**src/rtl/tevent_logic.sv**
```systemverilog
module tevent_logic #(
  parameter int TW   = 13,
  parameter int HYS1 = 6,
  parameter int HYS2 = 12,
  parameter int HYS3 = 24,
  localparam int QW  = TW - 2,
  localparam int EW  = QW + 1
) (
  input  logic          clk,
  input  logic          rst_n,
  input  logic [TW-1:0] sample,
  input  logic          sample_vld,
  input  logic [QW-1:0] lim_hi,
  input  logic [QW-1:0] lim_lo,
  input  logic [QW-1:0] lim_crit,
  input  logic [1:0]    hyst_code,
  input  logic          shutdown,
  input  logic          evt_en,
  input  logic          crit_only,
  input  logic          polarity,
  input  logic          int_mode,
  input  logic          clr_evt,
  output logic          flag_hi,
  output logic          flag_lo,
  output logic          flag_crit,
  output logic          evt_status,
  output logic          evt_pull_en,
  output logic          evt_level
);

  logic signed [EW-1:0] t_q, hi_q, lo_q, cr_q, hq;
  logic nxt_hi, nxt_lo, nxt_cr, take, rise;
  logic latch_q, hold_q;

  assign t_q  = EW'($signed(sample[TW-1:2]));
  assign hi_q = EW'($signed(lim_hi));
  assign lo_q = EW'($signed(lim_lo));
  assign cr_q = EW'($signed(lim_crit));

  always_comb begin
    case (hyst_code)
      2'd1:    hq = EW'(HYS1);
      2'd2:    hq = EW'(HYS2);
      2'd3:    hq = EW'(HYS3);
      default: hq = '0;
    endcase
  end

  assign nxt_hi = flag_hi   ? (t_q > hi_q - hq) : (t_q > hi_q);
  assign nxt_cr = flag_crit ? (t_q > cr_q - hq) : (t_q > cr_q);
  assign nxt_lo = flag_lo   ? (t_q < lo_q)      : (t_q < lo_q - hq);

  assign take = sample_vld & ~shutdown;
  assign rise = (nxt_hi & ~flag_hi) | (nxt_lo & ~flag_lo);

  always_ff @(posedge clk) begin
    if (!rst_n) begin
      flag_hi   <= 1'b0;
      flag_lo   <= 1'b0;
      flag_crit <= 1'b0;
      latch_q   <= 1'b0;
      hold_q    <= 1'b0;
    end else if (shutdown) begin
      latch_q <= 1'b0;
      hold_q  <= 1'b1;
    end else begin
      latch_q <= (latch_q & ~(clr_evt & int_mode)) |
                 (take & rise & int_mode & evt_en & ~crit_only);
      if (take) begin
        flag_hi   <= nxt_hi;
        flag_lo   <= nxt_lo;
        flag_crit <= nxt_cr;
        hold_q    <= 1'b0;
      end
    end
  end

  logic hl_evt;
  assign hl_evt      = ~crit_only & (int_mode ? latch_q : (flag_hi | flag_lo));
  assign evt_status  = evt_en & ~shutdown & ~hold_q & (flag_crit | hl_evt);
  assign evt_level   = polarity ? evt_status : ~evt_status;
  assign evt_pull_en = ~evt_level;

endmodule


```
**config.mk**
```make
export PLATFORM = sky130hd
export DESIGN_NAME = tevent_logic
export DESIGN_NICKNAME = d
export VERILOG_FILES = /design/src/rtl/tevent_logic.sv
export SDC_FILE = /design/constraint.sdc
export NUM_CORES = 1
export LEC_CHECK = 0
export CORE_MARGIN = 8
export CORE_UTILIZATION = 49
export CTS_CLUSTER_SIZE = 16
export DETAILED_ROUTE_END_ITERATION = 12
export GPL_TIMING_DRIVEN = 0
export HOLD_SLACK_MARGIN = 0.15
export PLACE_DENSITY_LB_ADDON = 0.2
export SLEW_MARGIN = 20
export SYNTH_ARGS = -nofsm -noshare
export SYNTH_HDL_FRONTEND = slang
export SYNTH_SLANG_ARGS = --single-unit
```
**constraint.sdc**
```tcl
create_clock -name clk -period 4.8 [get_ports clk]
set_clock_uncertainty 0.05 [all_clocks]
set_input_delay 0.72 -clock clk [delete_from_list [all_inputs] [get_ports clk]]
set_output_delay 0.72 -clock clk [all_outputs]
set_load 0.05 [all_outputs]
```
After elaboration in Yosys (flattened, before gate mapping) --
Index checks and enable logic that the tools add are counted.
Storage, ports and cells: flip-flop bits (word level) 5, bits in latches 0, memory bits (writable) 0, bits in read-only memories 0, input bits 57, logic and storage cells 54, memories kept 0
Operators by class: add/sub/neg operators 3, $mul 0, divide/modulo/power cells 0, $lt $le $gt $ge 6, equal/unequal tests 3, shift operators 0, mux-type cells 8, bitwise logic cells 26, reductions and logical operators 3
Operator list (number):
- subtractor 11 x 6 -> 12 bit | 3
- greater-than comparator 11 x 12 -> 1 bit | 2
- greater-than comparator 11 bit | 2
- case mux 5 bit (3 select lines) | 1
- AND 1 bit | 13
- < comparator 11 x 12 -> 1 bit | 1
- < comparator 11 bit | 1
- inverter 1 bit | 9
- two-way mux 1 bit | 7
- equality test 2 bit (second input constant) | 2
- OR 1 bit | 4
- equality test 2 x 1 -> 1 bit (second input constant) | 1
- AND reduction 2 bit | 1
- nonzero test 2 bit | 1
- OR reduction 2 bit | 1

Depth between registers and ports, before layout --
depth after elaboration 12, gate-level depth with buffers 17, depth with buffers taken out 17

Worst setup path before layout --
OpenSTA, ideal clock, no wires.
path kind in2reg, start point input hyst_code[0], end point register latch_q, library setup time 0.103 ns, arrival time 3.810 ns, path slack 0.837 ns, cell stages on the path 15, cell sequence inv_1 -> ha_1 -> ha_1 -> a21o_1 -> a21o_1 -> a211oi_1 -> nand2_1 -> xnor2_1 -> ha_1 -> nand4_2 -> a211o_1 -> a31o_1 -> o311a_1 -> or2_1 -> a2111oi_2
Between the ends: longest elaborated chain between the ends 12, elaborated cells between the ends (all ways) 18
RTL lines:
- start: declaration | line 16 | input logic [1:0] hyst_code,
- equality test 2 bit / equality test 2 x 1 -> 1 bit (equally long branches) | line 41 | case (hyst_code)
- case mux 5 bit (3 select lines) * | line 41
- subtractor 11 x 6 -> 12 bit, on equally long branches | line 49, 51
- greater-than comparator 11 x 12 -> 1 bit / < comparator 11 x 12 -> 1 bit (equally long branches) | line 49, 51
- two-way mux 1 bit, on equally long branches | line 49, 51
- AND 1 bit | line 54 | assign rise = (nxt_hi & ~flag_hi) | (nxt_lo & ~flag_lo);
- OR 1 bit * | line 54
- AND 1 bit * (4 in a row) | line 68 | (take & rise & int_mode & evt_en & ~crit_only);
- OR 1 bit * | line 67 | latch_q <= (latch_q & ~(clr_evt & int_mode)) |
- end signal: assignment | line 67
- end: declaration | line 33 | logic latch_q, hold_q;
Every way passes the cells marked *; elsewhere a longest branch is shown, timed or not. A chain may end at the register's enable or synchronous reset.

Final worst setup path --
Same ends and word-level chain as after synthesis.

==> out/results.ini <==
[status]
status=finished clean

[power_and_ir_drop]
power_density_mw_per_mm2=146.3
peakVddDrop_mv=0.1041
leakagePower_uw=0.001551

[cells_and_area]
area_delta_synth_final_pct=29.12
nFillCells=488
final_layout_size_suffix_gt1_share_pct=1.995
antennaDiodeCount=0
stdcell_count=471
layout.nets=542
final_core_utilization_pct=65.16

[clocking]
tritoncts=done
clock_latency_ps=230
post_cts_resize_count=0
cts_buffer_depth=2
clk_pin_slew_worst_paths_ps=40
cts_made_buffers=3
postCtsSetupRepairBufs=0
cts_hold_buf=0
clock_sinks=5
clockRootBuffer=clkbuf_8
htreeDepth=1

[routing]
antenna_left=0
drt_iter0_drc=95
wl_per_cell_um=14.25
dr.pass1.iters=4
viasPerCell=5.397
drc_errors=0
vias=2542
finalWirelength_um=6714

[global_routing]
grt_pass1_vias=2585
antenna_found_initial=0
grt_remaining_overflow=0
grt_max_degree=10
grt_pass1_wl_um=11440
gr-usage-all-layers_pct=18.07

[logic_synthesis]
synth.distinct_cells=34
syn_nets=477
synth_area_mm2=0.002561
ys_seq_elements=5
syn-mean-instance-area_um2=7.600
yosys_warnings=0
seq_area_frac_synth_pct=3.908
syn_inst=337

[sta]
rsz0062_at_grt=false
fmax_mhz=225.7
worst_slew_pin_slew_ps=507.2
fin_setup_tns_ps=0
slew_viol_final=0
slew_headroom_pct=66.08
final.period_utilization_pct=92.31
setup_viol=0
fin_crit_ps=4431
hold_viol=0

[setup_path]
critPathCaptureType=register
critPathRequiredTime_ps=4880
path_max_fanout=6
setup.worst_path.start=hyst_code[0]
reg2reg_depth=3
startpoint_type=primary input
arrival_ps=4510
worst-r2r-setup-slack_ps=3380
worst_r2r_startpoint=flag_lo
crit_type=in -> reg
r2r-end=latch_q

[placed_design]
dp_cells=467
gp_congestion=0.8760
dp_hpwl_um=5975
port_buffers=60

[die]
die_x_um=88.30
core_area_mm2=0.005075
initial_core_util_pct=50.47
die_y_um=88.30
io_pins=63
rows=26
die_area_mm2=0.007796

[hold_path]
min_to=flag_hi
hold_path.class=reg -> reg
hp-start=flag_hi
hold_depth=2

[job]
drv_cap=0

[cells by family (layout without fill, tap and decap cells)]
logic type	Yosys count	in the layout	synth area share (%)
simple gates	96	96	19.35
mux	1	1	0.3908
buf+inv	46	110	6.742
fa+ha+maj	83	83	41.43
xor+xnor	22	22	7.523
compound gates	84	84	20.66
flops	5	5	3.908
[worst max-delay path, cell delays in order]
cell and delay, ps:
clkdlybuf4s50_1 520, inv_1 60, ha_2 430, ha_1 260, a21o_1 160, a21o_1 200
a211oi_2 340, nand2_1 110, xnor2_1 150, ha_1 310, nand4_2 120, a211o_1 230
a31o_1 220, o311a_1 130, or2_1 250, a2111oi_2 280
[power breakdown]
part	internal, uW	leakage, uW	switching [uW]
combinational	169	0.00149	185
sequential	44.7	0.0000411	3.19
clock	57.3	0.0000228	24.3
[state kept, by name (all words and copies together), names as in the netlist]
name,flops
hold_q,1
flag_crit,1
flag_lo,1
latch_q,1
flag_hi,1
[final cells by class]
cell class                      instances  area [um2]  area share, %
Multi-Input combinational cell        286        2301          69.58
Tap cell                               70       87.58          2.649
Timing Repair Buffer                   60       600.6          18.16
Inverter                               46       172.7          5.221
Sequential cell                         5       100.1          3.027
Clock buffer                            4       45.04          1.362
[layer usage]
metal | wire length (um) | track usage [%] | share of wire (%) | up-vias
li1 | - | - | - | 1354
met1 | 3298 | 23.38 | 49 | 1122
met2 | 3010 | 30.41 | 45 | 58
met3 | 310 | 1.857 | 4.6 | 8
met4 | 94 | 5.684 | 1.4 | 0
met5 | 0 | 0 | 0 | -
[synthesized netlist by cell type, drive strengths merged]
cell | count | area, um2
a21boi | 1 | 7.510
a21oi | 31 | 155.2
o2111ai | 1 | 8.760
nand2b | 3 | 18.77
nor3 | 13 | 65.06
a21o | 7 | 52.55
and3 | 2 | 12.51
o211ai | 6 | 45.04
a211oi | 6 | 45.04
o31ai | 2 | 15.01
o21a | 7 | 52.55
xnor2 | 19 | 166.4
o22ai | 2 | 12.51
nand3b | 2 | 15.01
nor2b | 16 | 100.1
nand2 | 8 | 30.03
nand3 | 12 | 60.06
a2111oi | 1 | 15.01
nand4 | 12 | 81.33
a31o | 1 | 8.760
mux2i | 1 | 10.01
a41oi | 1 | 8.760
ha | 80 | 1001
dfxtp | 5 | 100.1
inv | 46 | 172.7
xor2 | 3 | 26.28
or2 | 1 | 6.260
o21ai | 15 | 75.07
fa | 3 | 60.06
o311a | 1 | 10.01
nor4 | 2 | 12.51
nor2 | 25 | 93.84
a211o | 2 | 17.52
[layout by cell type (no fill, tap or decap), drive strengths merged]
| cell | count |
|---|---|
| or2 | 1 |
| nand3b | 2 |
| a21oi | 31 |
| a41oi | 1 |
| inv | 46 |
| o211ai | 6 |
| dfxtp | 5 |
| xor2 | 3 |
| nor2 | 25 |
| a21o | 7 |
| ha | 80 |
| clkbuf | 4 |
| nor3 | 13 |
| nor4 | 2 |
| mux2i | 1 |
| clkdlybuf4s50 | 60 |
| and3 | 2 |
| a31o | 1 |
| a2111oi | 1 |
| nand2 | 8 |
| nand3 | 12 |
| o21a | 7 |
| o21ai | 15 |
| o22ai | 2 |
| o31ai | 2 |
| a21boi | 1 |
| nand2b | 3 |
| nor2b | 16 |
| nand4 | 12 |
| a211oi | 6 |
| o311a | 1 |
| fa | 3 |
| a211o | 2 |
| xnor2 | 19 |
| o2111ai | 1 |
[worst max path at each step]
| stage | to | slack, ps | cells after the start |
|---|---|---|---|
| floorplan | latch_q | 840 | 15 |
| global placement | latch_q | -30 | 16 |
| detailed placement | latch_q | -100 | 16 |
| CTS | latch_q | 130 | 16 |
| global route | latch_q | 70 | 16 |
| finish | latch_q | 370 | 16 |
[per-stage QoR]
stage               setup WS [ps]  hold slack, ps  total power, uW  instance area [um2]
floorplan                   836.7           494.8            275.1                 2561
global placement           -30.37           480.4            386.8                 3249
detailed placement         -95.30           517.4            397.6                 3249
CTS                         129.2           527.7            482.8                 3294
global route                65.38           554.3            537.0                 3307
finish                      369.2           513.3            483.7                 3307
Power figures use the tool's default switching activity.
